## src/rtl/tsa_pkg.sv

```systemverilog
package tsa_pkg;

  // Number of carry-select groups, least significant first
  localparam int unsigned NUM_GRP = 5;

  // Width of each group, index 0 is the plain ripple group
  localparam int unsigned GRP_W [NUM_GRP] = '{2, 2, 3, 4, 5};

  // Number of reset synchronizer stages
  localparam int unsigned SYNC_STAGES = 2;

  // Lowest bit position of group g (equals total width for g == NUM_GRP)
  function automatic int unsigned grp_lo(input int unsigned g);
    int unsigned acc;
    acc = 0;
    for (int unsigned k = 0; k < NUM_GRP; k++) begin
      if (k < g) acc += GRP_W[k];
    end
    return acc;
  endfunction

  localparam int unsigned DATA_W = grp_lo(NUM_GRP);

  typedef logic [DATA_W-1:0] word_t;

endpackage

```

## src/rtl/tsa_rca.sv

```systemverilog
module tsa_rca #(
  parameter int unsigned W = 2
) (
  input  logic [W-1:0] a,
  input  logic [W-1:0] b,
  input  logic         ci,
  output logic [W-1:0] s,
  output logic         co
);

  logic [W:0] c;

  assign c[0] = ci;

  for (genvar i = 0; i < W; i++) begin : g_fa
    logic p;
    assign p      = a[i] ^ b[i];
    assign s[i]   = p ^ c[i];
    assign c[i+1] = (a[i] & b[i]) | (p & c[i]);
  end

  assign co = c[W];

endmodule

```

## src/rtl/tsa_phase_ctrl.sv

```systemverilog
module tsa_phase_ctrl #(
  parameter int unsigned SYNC_N = 2
) (
  input  logic clk,
  input  logic rst_n,
  output logic rst_sync_n,
  output logic phase_hi,
  output logic load
);

  // Reset synchronizer: asserts at once, releases on a clock edge
  logic [SYNC_N-1:0] sync_q;
  logic [SYNC_N-1:0] sync_d;

  if (SYNC_N > 1) begin : g_sync_multi
    assign sync_d = {sync_q[SYNC_N-2:0], 1'b1};
  end else begin : g_sync_single
    assign sync_d = 1'b1;
  end

  always_ff @(posedge clk or negedge rst_n) begin
    if (!rst_n) sync_q <= '0;
    else        sync_q <= sync_d;
  end

  assign rst_sync_n = sync_q[SYNC_N-1];

  // Phase: 1 = forced-carry-one cycle, 0 = forced-carry-zero cycle
  logic phase_q;
  logic phase_d;

  always_comb begin
    phase_d = ~phase_q;
  end

  always_ff @(posedge clk or negedge rst_sync_n) begin
    if (!rst_sync_n) phase_q <= 1'b1;
    else             phase_q <= phase_d;
  end

  assign phase_hi = phase_q;
  assign load     = ~phase_q;

endmodule

```

## src/rtl/tsa_shared_group.sv

```systemverilog
module tsa_shared_group #(
  parameter int unsigned W = 2
) (
  input  logic         clk,
  input  logic         rst_n,
  input  logic         cap_en,
  input  logic         sel_ci,
  input  logic [W-1:0] a,
  input  logic [W-1:0] b,
  output logic [W-1:0] s,
  output logic         co,
  output logic         live_co,
  output logic         held_co
);

  logic [W-1:0] s_live;
  logic         c_live;

  // One adder; its carry-in follows the phase (1 while capturing)
  tsa_rca #(.W(W)) u_rca (
    .a  (a),
    .b  (b),
    .ci (cap_en),
    .s  (s_live),
    .co (c_live)
  );

  logic [W:0] held_q;
  logic [W:0] held_d;

  always_comb begin
    if (cap_en) held_d = {c_live, s_live};
    else        held_d = held_q;
  end

  always_ff @(posedge clk or negedge rst_n) begin
    if (!rst_n) held_q <= '0;
    else        held_q <= held_d;
  end

  // Selection row of 2:1 multiplexers
  for (genvar i = 0; i < W; i++) begin : g_mux
    assign s[i] = sel_ci ? held_q[i] : s_live[i];
  end
  assign co = sel_ci ? held_q[W] : c_live;

  assign live_co = c_live;
  assign held_co = held_q[W];

endmodule

```

## src/rtl/tsa_timeshare_adder.sv

```systemverilog
module tsa_timeshare_adder
  import tsa_pkg::*;
(
  input  logic              clk,
  input  logic              rst_n,
  input  logic [DATA_W-1:0] a_i,
  input  logic [DATA_W-1:0] b_i,
  input  logic              cin_i,
  output logic [DATA_W-1:0] sum_o,
  output logic              cout_o,
  output logic              valid_o
);

  logic rst_sync_n;
  logic phase_hi;
  logic load;

  tsa_phase_ctrl #(.SYNC_N(SYNC_STAGES)) u_ctrl (
    .clk        (clk),
    .rst_n      (rst_n),
    .rst_sync_n (rst_sync_n),
    .phase_hi   (phase_hi),
    .load       (load)
  );

  logic [NUM_GRP:0]   carry;
  word_t              sum_c;
  logic [NUM_GRP-1:1] live_c;
  logic [NUM_GRP-1:1] held_c;

  assign carry[0] = cin_i;

  for (genvar g = 0; g < NUM_GRP; g++) begin : g_grp
    localparam int unsigned LO = grp_lo(g);
    localparam int unsigned GW = GRP_W[g];
    localparam int unsigned HI = LO + GW - 1;
    if (g == 0) begin : g_base
      tsa_rca #(.W(GW)) u_base (
        .a  (a_i[HI:LO]),
        .b  (b_i[HI:LO]),
        .ci (carry[0]),
        .s  (sum_c[HI:LO]),
        .co (carry[1])
      );
    end else begin : g_shared
      tsa_shared_group #(.W(GW)) u_grp (
        .clk     (clk),
        .rst_n   (rst_sync_n),
        .cap_en  (phase_hi),
        .sel_ci  (carry[g]),
        .a       (a_i[HI:LO]),
        .b       (b_i[HI:LO]),
        .s       (sum_c[HI:LO]),
        .co      (carry[g+1]),
        .live_co (live_c[g]),
        .held_co (held_c[g])
      );
    end
  end

  // Output register, loaded at the end of each low cycle
  word_t sum_q, sum_d;
  logic  cout_q, cout_d;
  logic  valid_q, valid_d;

  always_comb begin
    sum_d   = sum_q;
    cout_d  = cout_q;
    valid_d = load;
    if (load) begin
      sum_d  = sum_c;
      cout_d = carry[NUM_GRP];
    end
  end

  always_ff @(posedge clk or negedge rst_sync_n) begin
    if (!rst_sync_n) begin
      sum_q   <= '0;
      cout_q  <= 1'b0;
      valid_q <= 1'b0;
    end else begin
      sum_q   <= sum_d;
      cout_q  <= cout_d;
      valid_q <= valid_d;
    end
  end

  assign sum_o   = sum_q;
  assign cout_o  = cout_q;
  assign valid_o = valid_q;

endmodule

```

## config.mk

```make
export PLATFORM = sky130hd
export DESIGN_NAME = tsa_timeshare_adder
export DESIGN_NICKNAME = d
export VERILOG_FILES = /design/src/rtl/tsa_pkg.sv /design/src/rtl/tsa_rca.sv /design/src/rtl/tsa_phase_ctrl.sv /design/src/rtl/tsa_shared_group.sv /design/src/rtl/tsa_timeshare_adder.sv
export SDC_FILE = /design/constraint.sdc
export NUM_CORES = 1
export LEC_CHECK = 0
export ABC_AREA = 1
export BUFFER_PORTS_ARGS = -buffer_cell sky130_fd_sc_hd__buf_2
export CORE_MARGIN = 4
export CORE_UTILIZATION = 40
export CTS_BUF_LIST = sky130_fd_sc_hd__clkbuf_8
export DETAILED_ROUTE_END_ITERATION = 10
export HOLD_SLACK_MARGIN = 0.08
export PLACE_DENSITY = 0.72
export SETUP_SLACK_MARGIN = 0.05
export SYNTH_ARGS = -nofsm -noshare
export SYNTH_HDL_FRONTEND = slang
export SYNTH_SLANG_ARGS = --single-unit
```

## constraint.sdc

```tcl
create_clock -name clk -period 1.7 [get_ports clk]
set_clock_uncertainty 0.15 [all_clocks]
set_input_delay 0.51 -clock clk [delete_from_list [all_inputs] [get_ports clk]]
set_output_delay 0.51 -clock clk [all_outputs]
set_load 0.02 [all_outputs]
```

# [Word level (Yosys, flattened, before mapping)]
# Index checks and enable logic that the tools add are counted.
[totals] reg_bits=39 inputBits=35 out_inout_bits=18 wordCells=108
[op_classes] n_mux=18 bitwise=81
[op_table] cell="1-bit bitwise AND" n=32
[op_table] cell="1-bit XOR" n=32
[op_table] cell="1-bit 2-to-1 mux" n=18
[op_table] cell="1-bit bitwise OR" n=16
[op_table] cell="1-bit inverter" n=1

# [Logic depth before layout (Yosys ltp)]
[depth] ltp_word=12 ltp_mapped=13 mapped_depth_nobuf=12

# [Cells and area by module]
# A second synthesis with hierarchy kept.
[hier_totals] cells_unflattened=274 hier_area_um2=2168.3
[modules_own_cells] mod="tsa_timeshare_adder" n_inst=1 cells_per_inst=73 area_each_um2=705.7 seq_area_each_um2=450.4
[modules_own_cells] mod="tsa_shared_group (g_grp[4].g_shared.u_grp)" n_inst=1 cells_per_inst=44 area_each_um2=292.8 seq_area_each_um2=150.1
[modules_own_cells] mod="tsa_shared_group (g_grp[3].g_shared.u_grp)" n_inst=1 cells_per_inst=37 area_each_um2=245.2 seq_area_each_um2=125.1
[modules_own_cells] mod="tsa_shared_group (g_grp[2].g_shared.u_grp)" n_inst=1 cells_per_inst=30 area_each_um2=197.7 seq_area_each_um2=100.1
[modules_own_cells] mod="tsa_shared_group (g_grp[1].g_shared.u_grp)" n_inst=1 cells_per_inst=23 area_each_um2=150.1 seq_area_each_um2=75.1
[modules_own_cells] mod="tsa_rca (g_grp[0].g_base.u_base ...)" n_inst=2 cells_per_inst=10 area_each_um2=70.1 seq_area_each_um2=0.0
[modules_own_cells] mod="tsa_rca (g_grp[4].g_shared.u_grp.u_rca)" n_inst=1 cells_per_inst=15 area_each_um2=137.6 seq_area_each_um2=0.0
[modules_own_cells] mod="tsa_rca (g_grp[3].g_shared.u_grp.u_rca)" n_inst=1 cells_per_inst=14 area_each_um2=117.6 seq_area_each_um2=0.0
[modules_own_cells] mod="tsa_rca (g_grp[2].g_shared.u_grp.u_rca)" n_inst=1 cells_per_inst=13 area_each_um2=97.6 seq_area_each_um2=0.0
[modules_own_cells] mod="tsa_phase_ctrl" n_inst=1 cells_per_inst=5 area_each_um2=83.8 seq_area_each_um2=76.3

# [Worst setup path after synthesis]
# OpenSTA, ideal clock, no wires.
[synth_path] kind="flip-flop to flip-flop" start="register u_ctrl.phase_q, in the netlist u_ctrl.phase_hi" end="register sum_q[15], in the netlist sum_o[15]" t_arrival_ps=2584 t_required_ps=1485 setup_slack_ps=-1099 stages_incl_launch_ff=13 period_less_slack_ps=2799 cell_sequence="dfstp_2 inv_1 buf_6 fa_1 inv_1 fa_1 fa_1 fa_1 inv_1 fa_1 nand3_1 nand3_1 nand2_1"
[synth_between] elab_chain_cells=10 elab_cells_between_ends=31
[synth_lines] item="start, declared" line_no="tsa_phase_ctrl.sv:29" text="logic phase_q;"
[synth_lines] item="start signal, assigned" line_no="tsa_phase_ctrl.sv:38" text="else phase_q <= phase_d;"
[synth_lines] item="1-bit bitwise AND" line_no="tsa_rca.sv:19" text="assign c[i+1] = (a[i] & b[i]) | (p & c[i]);"
[synth_lines] item="1-bit bitwise OR" line_no="tsa_rca.sv:19"
[synth_lines] item="1-bit bitwise AND" line_no="tsa_rca.sv:19"
[synth_lines] item="1-bit bitwise OR" line_no="tsa_rca.sv:19"
[synth_lines] item="1-bit bitwise AND" line_no="tsa_rca.sv:19"
[synth_lines] item="1-bit bitwise OR" line_no="tsa_rca.sv:19"
[synth_lines] item="1-bit bitwise AND" line_no="tsa_rca.sv:19"
[synth_lines] item="1-bit bitwise OR" line_no="tsa_rca.sv:19"
[synth_lines] item="1-bit XOR / 1-bit 2-to-1 mux (equally long branches)" line_no="tsa_rca.sv:18, tsa_shared_group.sv:45"
[synth_lines] item="1-bit 2-to-1 mux" line_no="tsa_shared_group.sv:43" text="assign s[i] = sel_ci ? held_q[i] : s_live[i];"
[synth_lines] item="end signal, assigned" line_no="tsa_timeshare_adder.sv:82" text="sum_q <= sum_d;"
[synth_lines] item="end, declared" line_no="tsa_timeshare_adder.sv:62" text="word_t sum_q, sum_d;"
# Parallel ways exist; a longest one is shown, timed or not.
# A chain may end at the register's enable or synchronous reset.

# [Final worst setup path]
# Same ends and word-level chain as after synthesis.

==> run metrics <==
cell-internal power=1.843 mW; Reg clk slew, reported paths=0.08 ns; async set-reset flop share out of synthesis=100.0%; M3 GR Usage=4.709%; most used routing layer=met2; CP required=1.78 ns; Std-Cell Rows=26; pre-CTS setup slack=-1.147 ns; HPWL after detailed placement=3.035 mm; switch share=30.60%; Area Growth Syn to Fin=30.05%; Yosys top cell by area=dfrtp_1; syn nets=276; GP Congestion=0.7850; top-count cell post-synth=nand2_1; Hold Crit Class=register to async pin; EDFF count, synth=0; DRT Wirelength=4.011 mm; initial antenna violation count=0; critical path type=register to register; CTS tree=yes; final core utilization=53.45%; Final TNS setup=-17.31 ns; Final period util=153.9%; Max VDD drop=361.4 uV; first-pass GRT wire length=7.058 mm; Power per Cell Area=978.8 nW/um^2; DRT iter0 DRCs=53; clk_lat worst skew=0.29 ns; Antenna Cells=0; Comb power frac=26.8%; Placed Area=2545 sq um; maximum number of pins on one net before global-route repair=38; Synth Flop Type=dfrtp_1; post-route ant nets=0; Period minus WS final=2.617 ns; Startpoint Class=register; Residual DRC=0; total CTS buffers=5; synthesized flop and latch total=39; vias in the first global route=1606; Port Buf Inserts=52; placed insts=354; Mapped Cells=225; fillers=508; Slew Viols, Final=0; count of cell types in the netlist=21; layout cells sized above 1=37.97%; Tot GR Track Use=14.22%; nets@finish=345; max-cap viol count=0; reg-to-reg critical path startpoint=u_ctrl.phase_hi; core box area=5075 sq um; nature of the critical path endpoint=register; Worst Path Arrival=2.70 ns; fmax=382.1 MHz; outcome=finished, violations left; die area=6434 sq um; setup violators final=29; Pre-Repair DR Iteration Count=4; CTS Sinks=39; CTS Buffer Depth=2; GR Util met2=22.52%; register area share after synthesis=46.85%; Final Hold Vio Count=0; final worst slack=-0.9168 ns; mapped cell area=2086 sq um; total gr overflow=0; vias per inst=4.468; Finished Cell Area=2713 sq um; CTS root buffer=clkbuf_8; Die X-Extent=80.21 microns; Switch Pwr=0.8124 mW; failing checks=setup timing; synth top area cells=dfrtp_1 (46%), fa_1 (15%), nand2_1 (10%), inv_1 (7.2%), o21ai_0 (7.0%); initial core utilization=41.10%; H-Tree Depth=2; final hold slack=0.1448 ns; Vert. Die Dim=80.21 microns; Ports=53; Synth top area share=45.59%; commonest cells in the netlist=nand2_1 (57), inv_1 (40), dfrtp_1 (38); crit path from=u_ctrl.phase_hi; fin cells=365; RSZ-0062 raised after global routing=yes; Leak=1.402 nW; Mean Syn Cell Area=9.270 sq um; per-cell routed wire length=10.99 microns; Clk pwr share=29.8%; Reg power frac=43.4%; met1 GRT Util=18.58%; Total Power=2.655 mW; crit path max fanout=6; Ys Warns=0; Via Count=1631
## path summary, 6_finish.rpt
kind	endpoint	slack, ns	cells after the start
min in group clk	u_ctrl.sync_q[1]	0.20	0
hold / removal	sum_o[6]	0.14	1
hold reg to reg	sum_o[6]	0.14	1
max in group asynchronous	u_ctrl.phase_hi	0.91	1
setup / recovery	sum_o[15]	-0.92	11
setup reg to reg	sum_o[15]	-0.92	11
## cells by family (layout without fill, tap and decap cells)
logic type | count (synthesis) | after routing | synth area share [%]
and+or+nand+nor | 88 | 88 | 19.98
buffers and inverters | 48 | 118 | 9.598
DFF | 39 | 39 | 46.85
AOI/OAI and AO/OA | 33 | 33 | 8.038
adders and majority gates | 16 | 16 | 15.36
other | 1 | 1 | 0.1798
## worst max-delay path, stage by stage (launching register included)
cell and delay [ns]:
dfstp_2 0.38, inv_4 0.08, fa_2 0.19, inv_2 0.04
fa_2 0.33, fa_2 0.35, fa_2 0.34, inv_2 0.06
fa_1 0.42, nand3_1 0.10, nand3_1 0.07, nand2_1 0.06
## power groups by stage
stage          clock, mW  combinational (mW)  sequential (mW)
4_1_cts            0.814               0.708             1.15
2_1_floorplan          0               0.334             1.29
3_5_place_dp           0               0.699             1.17
6_report           0.792               0.712             1.15
3_3_place_gp           0               0.686             1.17
5_1_grt            0.868               0.811             1.17
## cell type report
cell class / instances / area (sq um) / share of cell area, %
clock inverters: 2 / 35.03 / 1.292
inverters: 41 / 163.9 / 6.042
clock buffers: 6 / 82.58 / 3.044
multi-input cells: 138 / 973.4 / 35.89
repair buffers: 69 / 392.9 / 14.48
well taps: 70 / 87.58 / 3.229
flip-flops and latches: 39 / 977.2 / 36.02
## cell usage in the layout, fill, tap and decap left out, types with 2 or more instances in the layout
cell | netlist | routed
a21oi_1 | 2 | 2
a31oi_1 | 2 | 2
buf_2 | 2 | 51
buf_4 | 0 | 17
clkbuf_8 | 1 | 6
dfrtp_1 | 38 | 38
fa_1 | 16 | 3
fa_2 | 0 | 13
inv_1 | 40 | 30
inv_2 | 1 | 9
nand2_1 | 57 | 56
nand2_2 | 2 | 2
nand2_4 | 3 | 3
nand3_1 | 17 | 16
nand3_2 | 2 | 2
nand3_4 | 1 | 2
nand3b_1 | 3 | 3
nor2_1 | 3 | 3
o21ai_0 | 29 | 14
o21ai_1 | 0 | 14
## what timing repair did
action,CTS,global route
pin swaps,7,4
resized for setup,6,6
gates cloned,0,0
hold endpoints to repair,2,0
buffers inserted,0,2
endpoints found under the setup margin,30,32
hold buffers,1,0
## routing by layer
layer  part of all wire (%)  vias to the layer above
li1                       -                      829
met1                     46                      757
met2                     46                       40
met3                    6.1                        5
met4                    1.0                        0
met5                      0                        -
## state kept, by name, indices dropped and copies added, names as in the netlist
register                     flops
u_ctrl.phase_hi                  1
cout_o                           1
g_grp.g_shared.u_grp.held_q     18
valid_o                          1
sum_o                           16
u_ctrl.sync_q                    2
(Power assumes the default switching activity.)
